==> src/rtl/ext_stat_pkg.sv <==
package ext_stat_pkg;
  // status word bit positions (host decodes these)
  localparam int STAT_RX  = 0;
  localparam int STAT_ZC  = 1;
  localparam int STAT_TXE = 2;
  localparam int STAT_CD  = 3;
  localparam int STAT_W   = 4;

  // control -> datapath strobes
  typedef struct packed {
    logic holdLatch;   // latches closed while pending
  } ctlStrobe_t;

  // datapath -> control events
  typedef struct packed {
    logic cdDiffers;   // synchronized carrier differs from latched copy
    logic zcLive;      // enabled zero-count level
    logic zcRise;      // enabled zero-count rising edge
  } dpEvent_t;
endpackage

==> src/rtl/ext_stat_dp.sv <==
module ext_stat_dp
  import ext_stat_pkg::*;
#(
  parameter int SYNC_STAGES = 2,
  parameter int RX_LEVEL_W  = 5
) (
  input  logic                  clk,
  input  logic                  rst,
  input  logic                  carrierPin,
  input  logic                  zeroCnt,
  input  logic                  txFull,
  input  logic                  crcSending,
  input  logic [RX_LEVEL_W-1:0] rxLevel,
  input  logic                  carrierIe,
  input  logic                  zeroCntIe,
  input  ctlStrobe_t            strobe,
  output dpEvent_t              events,
  output logic [STAT_W-1:0]     statusReg
);
  localparam int SYNC_MSB = SYNC_STAGES - 1;

  logic [SYNC_MSB:0] cdPipe;
  logic              cdSync;
  logic              cdLatch;
  logic              zcPrev;
  logic              txEmpty;
  logic              rxAvail;
  logic              zcNow;

  generate
    if (SYNC_STAGES < 2) begin : g_syncOne
      always_ff @(posedge clk) begin
        if (rst) cdPipe <= '0;
        else     cdPipe <= carrierPin;
      end
    end else begin : g_syncChain
      always_ff @(posedge clk) begin
        if (rst) cdPipe <= '0;
        else     cdPipe <= {cdPipe[SYNC_MSB-1:0], carrierPin};
      end
    end
  endgenerate

  assign cdSync = cdPipe[SYNC_MSB];
  assign zcNow  = zeroCntIe & zeroCnt;

  // carrier latch: tracks while open, frozen while pending
  always_ff @(posedge clk) begin
    if (rst)                   cdLatch <= 1'b0;
    else if (!strobe.holdLatch) cdLatch <= cdSync;
  end

  always_ff @(posedge clk) begin
    if (rst) begin
      zcPrev  <= 1'b0;
      txEmpty <= 1'b1;
      rxAvail <= 1'b0;
    end else begin
      zcPrev  <= zcNow;
      txEmpty <= ~(txFull | crcSending);
      rxAvail <= (rxLevel != '0);
    end
  end

  assign events.cdDiffers = cdSync ^ cdLatch;
  assign events.zcLive    = zcNow;
  assign events.zcRise    = zcNow & ~zcPrev;

  always_comb begin
    statusReg           = '0;
    statusReg[STAT_RX]  = rxAvail;
    statusReg[STAT_ZC]  = zcPrev;
    statusReg[STAT_TXE] = txEmpty;
    statusReg[STAT_CD]  = carrierIe ? cdLatch : cdSync;
  end
endmodule

==> src/rtl/ext_stat_ctl.sv <==
module ext_stat_ctl
  import ext_stat_pkg::*;
(
  input  logic       clk,
  input  logic       rst,
  input  logic       carrierIe,
  input  logic       svcDone,
  input  dpEvent_t   events,
  output ctlStrobe_t strobe,
  output logic       extPending
);
  logic zcDefer;
  logic cdCause;
  logic zcCause;
  logic raise;

  assign cdCause = carrierIe & events.cdDiffers;
  assign zcCause = events.zcLive & (events.zcRise | zcDefer);
  assign raise   = ~extPending & (cdCause | zcCause);

  always_ff @(posedge clk) begin
    if (rst)          extPending <= 1'b0;
    else if (raise)   extPending <= 1'b1;
    else if (svcDone) extPending <= 1'b0;
  end

  // a zero-count edge seen while pending is kept until service ends,
  // then examined once against the live level
  always_ff @(posedge clk) begin
    if (rst)             zcDefer <= 1'b0;
    else if (extPending) zcDefer <= zcDefer | events.zcRise;
    else                 zcDefer <= 1'b0;
  end

  assign strobe.holdLatch = extPending;
endmodule

==> src/rtl/ext_stat_latch.sv <==
module ext_stat_latch
  import ext_stat_pkg::*;
#(
  parameter int SYNC_STAGES = 2,
  parameter int RX_LEVEL_W  = 5
) (
  input  logic                  clk,
  input  logic                  rst,
  input  logic                  carrierPin,
  input  logic                  zeroCnt,
  input  logic                  txFull,
  input  logic                  crcSending,
  input  logic [RX_LEVEL_W-1:0] rxLevel,
  input  logic                  carrierIe,
  input  logic                  zeroCntIe,
  input  logic                  svcDone,
  output logic [3:0]            statusReg,
  output logic                  extPending
);
  ctlStrobe_t strobe;
  dpEvent_t   events;

  ext_stat_dp #(.SYNC_STAGES(SYNC_STAGES), .RX_LEVEL_W(RX_LEVEL_W)) u_dp (
    .clk(clk), .rst(rst), .carrierPin(carrierPin), .zeroCnt(zeroCnt),
    .txFull(txFull), .crcSending(crcSending), .rxLevel(rxLevel),
    .carrierIe(carrierIe), .zeroCntIe(zeroCntIe), .strobe(strobe),
    .events(events), .statusReg(statusReg)
  );

  ext_stat_ctl u_ctl (
    .clk(clk), .rst(rst), .carrierIe(carrierIe), .svcDone(svcDone),
    .events(events), .strobe(strobe), .extPending(extPending)
  );
endmodule

==> config.mk <==
export PLATFORM = sky130hd
export DESIGN_NAME = ext_stat_latch
export DESIGN_NICKNAME = d
export VERILOG_FILES = /design/src/rtl/ext_stat_pkg.sv /design/src/rtl/ext_stat_dp.sv /design/src/rtl/ext_stat_ctl.sv /design/src/rtl/ext_stat_latch.sv
export SDC_FILE = /design/constraint.sdc
export NUM_CORES = 1
export LEC_CHECK = 0
export ABC_CLOCK_PERIOD_IN_PS = 800
export BUFFER_PORTS_ARGS = -buffer_cell sky130_fd_sc_hd__buf_2
export CORE_AREA = 2 2 39 41
export CTS_BUF_LIST = sky130_fd_sc_hd__clkbuf_4
export DETAILED_ROUTE_END_ITERATION = 10
export DIE_AREA = 0 0 41 43
export SLEW_MARGIN = 5
export SYNTH_ARGS = -nofsm -noshare
export SYNTH_HDL_FRONTEND = slang
export SYNTH_SLANG_ARGS = --single-unit
==> constraint.sdc <==
create_clock -name clk -period 0.8 [get_ports clk]
set_input_delay 0 -clock clk [delete_from_list [all_inputs] [get_ports clk]]
set_output_delay 0 -clock clk [all_outputs]
set_load 0.005 [all_outputs]
==> results of run 1 <==
-- layout make-up --
type                       count  area [um^2]
timing repair buffer          25          165
sequential                     8          164
tap                           16         20.0
fill                         140          887
clock buffer                   3         22.5
multi-input combinational     18          125
-- state kept, by name (all words and copies together), names as in the netlist --
name and count:
u_dp.cdPipe 2, u_dp.cdLatch 1, u_ctl.zcDefer 1, u_ctl.extPending 1, u_dp.rxAvail 1, u_dp.txEmpty 1, u_dp.zcPrev 1
-- synthesized netlist by cell type --
cell type and n:
a21oi_1 1, a221oi_2 1, a31oi_1 1, and3b_1 1, buf_4 3, dfxtp_1 8
mux2_2 1, mux2i_1 1, nand2_1 2, nand2b_1 1, nor2_1 3, nor2b_1 2
nor3_1 1, o21bai_1 2, xor2_1 1
-- cell families after synthesis --
family          after synthesis
flops                         8
buf+inv                       3
simple gates                 10
mux                           2
compound gates                5
xor+xnor                      1
-- worst min-delay path, delay by kind of cell --
kind / cells / cell delay [ns]
simple gates: 2 / 0.11
buf+inv: 1 / 0.11
-- final timing paths --
kind                  start  slack (ns)  cells after the start               end
max            u_dp.cdLatch       -0.15                      2      statusReg[3]
min               zeroCntIe       0.007                      3       u_dp.zcPrev
max reg2reg    u_dp.cdLatch       -0.06                      3  u_ctl.extPending
min reg2reg  u_dp.cdPipe[0]        0.44                      1    u_dp.cdPipe[1]
-- report_power, final --
| group | switching (mW) | internal, mW | leakage, nW | total [mW] |
|---|---|---|---|---|
| sequential | 0.0131 | 0.421 | 0.0673 | 0.435 |
| combinational | 0.0408 | 0.0791 | 0.154 | 0.120 |
| clock | 0.132 | 0.171 | 0.0138 | 0.304 |
| total | 0.186 | 0.672 | 0.236 | 0.858 |
-- metal layers --
metal  share of wire (%)  vias up
met4                   0        0
met3                  14        0
met5                   0        -
li1                    -      146
met2                  53       19
met1                  33      125
-- repair_timing --
| action | in CTS | in global routing |
|---|---|---|
| hold buffers | 8 | 0 |
| gates resized for setup | 2 | 1 |
| endpoints found under the hold margin | 6 | 0 |
| setup endpoints to repair | 3 | 3 |
| pin swaps | 1 | 0 |
==> reports/results.tsv, run 1 <==
metric	value	unit
Buffers & Inverters on Critical Path	1	
Tightest Pin Transition	0.174	ns
Worst path slowest cell	dfxtp_2	
Yosys top cell by area	dfxtp_1	
DP Cell Count	60	
Worst Path Arrival	0.95	ns
die area	1760	um^2
Pwr Density	1730	nW/um^2
Longest Clk Path Bufs	2	
die height	43	um
Root Driver	clkbuf_4	
post-synthesis xor/xnor area fraction	2.87	%
Compound-Gate Fraction of Synth Area	13.5	%
violated checks	setup timing	
Post-DRT Antenna Nets	0	
largest net degree at the start of global routing	9	
RD Place Congestion	0.582	
Synth Cell Area	305	um^2
simple-gate area share of the yosys netlist	16.8	%
Yosys warning count	0	
critical path's top delay family	flip-flops	
Layout Nets	70	
final worst path period share	118	%
status	finished, violations left	
GRT met2 Usage	14.7	%
Seq/Total Area, Yosys	52.5	%
final setup violation count	2	
initial antenna violation count	0	
I/O pin count	19	
slew margin rel.	88.4	%
CTS sink cnt	8	
fmax	1060	MHz
number of CTS-inserted buffers	3	
layout cell share with drive strength beyond 1	48.1	%
unrepaired setup endpoints after global routing	true	
global-route wire length before repair	1.01	mm
Final Max Slew Viols	0	
Crit Path Category	register to output pin	
Tot Pwr	858	uW
Avg Cell Area, Syn	10.5	um^2
Synth-to-Final Area Change	62.7	%
FP Rows	14	
vias in the first global route	283	
CP Capture Type	output pin	
Fin Hold WS	0.00654	ns
# diodes	0	
clock skew	0.000789	ns
DIE WIDTH	41	um
cell count after synthesis	29	
Yosys top cell area share	52.5	%
Worst-path clk slew	0.05	ns
final std cells w/o fill	70	
WL/cell	8.74	um
critical-path cell list	mux2_2 > buf_2	
GRT Max-Usage Layer	met2	
initial DRC count	0	
TritonCTS clock tree	yes	
Hold Fails Final Rpt	0	
GRT overflow	0	
IO buf count	18	
Lkg Pwr	0.236	nW
VDD IR max	0.769	mV
Critical Path Max Stage Delay	0.32	ns
placed cell areas	394	um^2
count of cell types in the netlist	15	
TritonRoute pass-1 iters	1	
Core Box Area	1380	um^2
Vias/cell	4.14	
CP max FO	3	
TNS Setup	-0.202	ns
pre-CTS WS	-0.0727	ns
Setup crit start kind	register	
Post-CTS Setup Repair Bufs	0	
mux share of post-synthesis cell area	6.97	%
GR met1 Demand/Resource	7.10	%
met3 GRT Util	9.42	%
Yosys reg bits	8	
htree depth	1	
post-route DRC violation count	0	
Final WS setup	-0.146	ns
Synth Net Count	43	
final instance area	497	um^2
max_cap viols	0	
commonest cells after routing, fill and taps aside	17 x buf_2, 8 x dlygate4sd3_1, 5 x dfxtp_1	
HP Class	input port to register	
Tot GR Track Use	9.65	%
total number of vias	290	
Area contributors post-synth	dfxtp_1 52%, buf_4 7.4%, a221oi_2 4.9%	
Critical Path RT	0.80	ns
adder and majority cell fraction of the synthesized area	0	%
Clock Latency Late Sink	0.25	ns
Starting Density	22.1	%
largest family of logic cells by synthesized area	simple AND/OR/NAND/NOR gates	
post-route minimum period	0.946	ns
most common cell after layout, fill and taps aside	buf_2	
Routed WL	612	um
fin util	35.9	%
Note: power is estimated with default switching activity, not from simulation.
==> run 2: changes to the inputs <==
--- a/config.mk
+++ b/config.mk
@@ -15,3 +15,4 @@
 export SYNTH_ARGS = -nofsm -noshare
 export SYNTH_HDL_FRONTEND = slang
 export SYNTH_SLANG_ARGS = --single-unit
+export TNS_END_PERCENT = 20
==> reports/results.tsv, run 2 (same netlist as run 1, synthesis figures left out) <==
metric	value	unit	change
TNS Setup	-0.201	ns	was -0.202 ns
slew margin rel.	88.4	%	unchanged
Critical Path RT	0.80	ns	about the same
Layout Nets	71		was 70
Filler cells	139		was 140
Tightest Pin Transition	0.174	ns	unchanged
Vias/cell	4.08		was 4.14
Worst Path Arrival	0.95	ns	about the same
Buffers & Inverters on Critical Path	1		unchanged
IO buf count	18		unchanged
clock skew	0.000789	ns	unchanged
most common cell after layout, fill and taps aside	buf_2		unchanged
post-route met1 wirelength	208	um	was 202 um
Final Max Slew Viols	0		unchanged
Crit Path Category	register to output pin		unchanged
Starting Density	22.1	%	unchanged
RD Place Congestion	0.582		unchanged
VDD IR max	0.769	mV	about the same
Lkg Pwr	0.239	nW	was 0.236 nW
worst reg2reg path endpoint	u_ctl.extPending		unchanged
hold_sp	zeroCntIe		unchanged
Worst path slowest cell	dfxtp_2		unchanged
# diodes	0		unchanged
Reg area	164	um^2	unchanged
final worst path period share	118	%	about the same
Worst Hold End	u_dp.zcPrev		unchanged
Longest Clk Path Bufs	2		unchanged
Core Box Area	1380	um^2	unchanged
Setup crit start kind	register		unchanged
initial DRC count	0		unchanged
WL/cell	8.66	um	was 8.74 um
R2R depth	3		unchanged
HP Class	input port to register		unchanged
Max Used Layer	met3		unchanged
Root Driver	clkbuf_4		unchanged
largest net degree at the start of global routing	9		unchanged
die height	43	um	unchanged
htree depth	1		unchanged
pre-CTS WS	-0.0727	ns	unchanged
FP Rows	14		unchanged
post-route DRC violation count	0		unchanged
CP max FO	3		unchanged
Worst Hold Depth	3		unchanged
layout cell share with drive strength beyond 1	49.1	%	was 48.1%
fin util	36.3	%	was 35.9%
commonest cells after routing, fill and taps aside	18 x buf_2, 8 x dlygate4sd3_1, 5 x dfxtp_1		was 17 x buf_2, 8 x dlygate4sd3_1, 5 x dfxtp_1
I/O pin count	19		unchanged
TritonRoute pass-1 iters	1		unchanged
Hold Fails Final Rpt	0		unchanged
Critical Path Max Stage Delay	0.32	ns	about the same
Worst-path clk slew	0.05	ns	about the same
TritonCTS clock tree	yes		unchanged
global-route wire length before repair	1.01	mm	unchanged
DR WL met2	320	um	was 323 um
number of CTS-inserted buffers	3		unchanged
violated checks	setup timing		unchanged
Post-DRT Antenna Nets	0		unchanged
Post-CTS Setup Repair Bufs	0		unchanged
Tot GR Track Use	9.65	%	unchanged
multi-input logic area	125	um^2	unchanged
Tot Pwr	860	uW	was 858 uW
Largest register FFs	2		unchanged
total number of vias	290		unchanged
Synth-to-Final Area Change	64.3	%	was 62.7%
Clock Latency Late Sink	0.25	ns	about the same
Routed WL	615	um	was 612 um
Biggest register	u_dp.cdPipe		unchanged
GRT overflow	0		unchanged
critical path's top delay family	flip-flops		unchanged
Pwr Density	1710	nW/um^2	was 1730 nW/um^2
vias in the first global route	282		was 283
CTS sink cnt	8		unchanged
status	finished, violations left		unchanged
reg-to-reg slack, setup	-0.06	ns	about the same
post-route minimum period	0.946	ns	about the same
Met3 Wirelength	86	um	unchanged
max_cap viols	0		unchanged
Final WS setup	-0.146	ns	about the same
initial antenna violation count	0		unchanged
unrepaired setup endpoints after global routing	true		unchanged
fmax	1060	MHz	about the same
critical-path cell list	mux2_2 > buf_2		unchanged
DIE WIDTH	41	um	unchanged
final setup violation count	2		unchanged
Worst R2R Start	u_dp.cdLatch		unchanged
CP Capture Type	output pin		unchanged
die area	1760	um^2	unchanged
## run 2: repair_timing
action                                  4_1_cts  5_1_grt
gates resized for setup                       2        1
pin swaps                                     0        0
cloned                                        0        0
hold buffers                                  8        0
endpoints found under the setup margin        3        3
endpoints found under the hold margin         6        0
## run 2: area by class of cell
type / instances / area share [%]
flip-flops and latches: 8 / 32.7
repair buffers: 26 / 33.9
well taps: 16 / 3.99
clock buffers: 3 / 4.49
multi-input cells: 18 / 24.9
## run 2: stage by stage
| stage | instances | area (um^2) | hold WS (ns) |
|---|---|---|---|
| floorplan | 29 | 307 | 0.0650 |
| global placement | 60 | 394 | 0.176 |
| detailed placement | 60 | 394 | 0.180 |
| CTS | 71 | 499 | 0.00585 |
| global route | 71 | 502 | 0.00934 |
| finish | 71 | 502 | 0.00495 |
## run 2: metal layers
metal  vias up  GRT usage (%)
li1        148              -
met1       123           7.10
met2        19           14.7
met3         0           9.42
met4         0           6.00
met5         -              0
## run 2: power by group
part	internal [mW]	switching, mW	total [mW]
sequential	0.421	0.0131	0.435
combinational	0.0808	0.0413	0.122
clock	0.171	0.132	0.304
## run 2: worst max path at each step
stage | startpoint | to | slack (ns) | depth (start not counted)
floorplan | u_dp.cdPipe[1] | u_ctl.extPending | 0.0002 | 3
global placement | u_dp.cdPipe[1] | u_ctl.extPending | -0.04 | 3
detailed placement | u_dp.cdPipe[1] | u_ctl.extPending | -0.07 | 3
CTS | u_dp.cdLatch | statusReg[3] | -0.17 | 2
global route | u_dp.cdPipe[1] | statusReg[3] | -0.19 | 2
finish | u_dp.cdLatch | statusReg[3] | -0.15 | 2
## run 2: worst min-delay path, stage by stage
cell     delay (ns)
buf_2          0.11
nand2_2        0.07
nor2_1         0.04
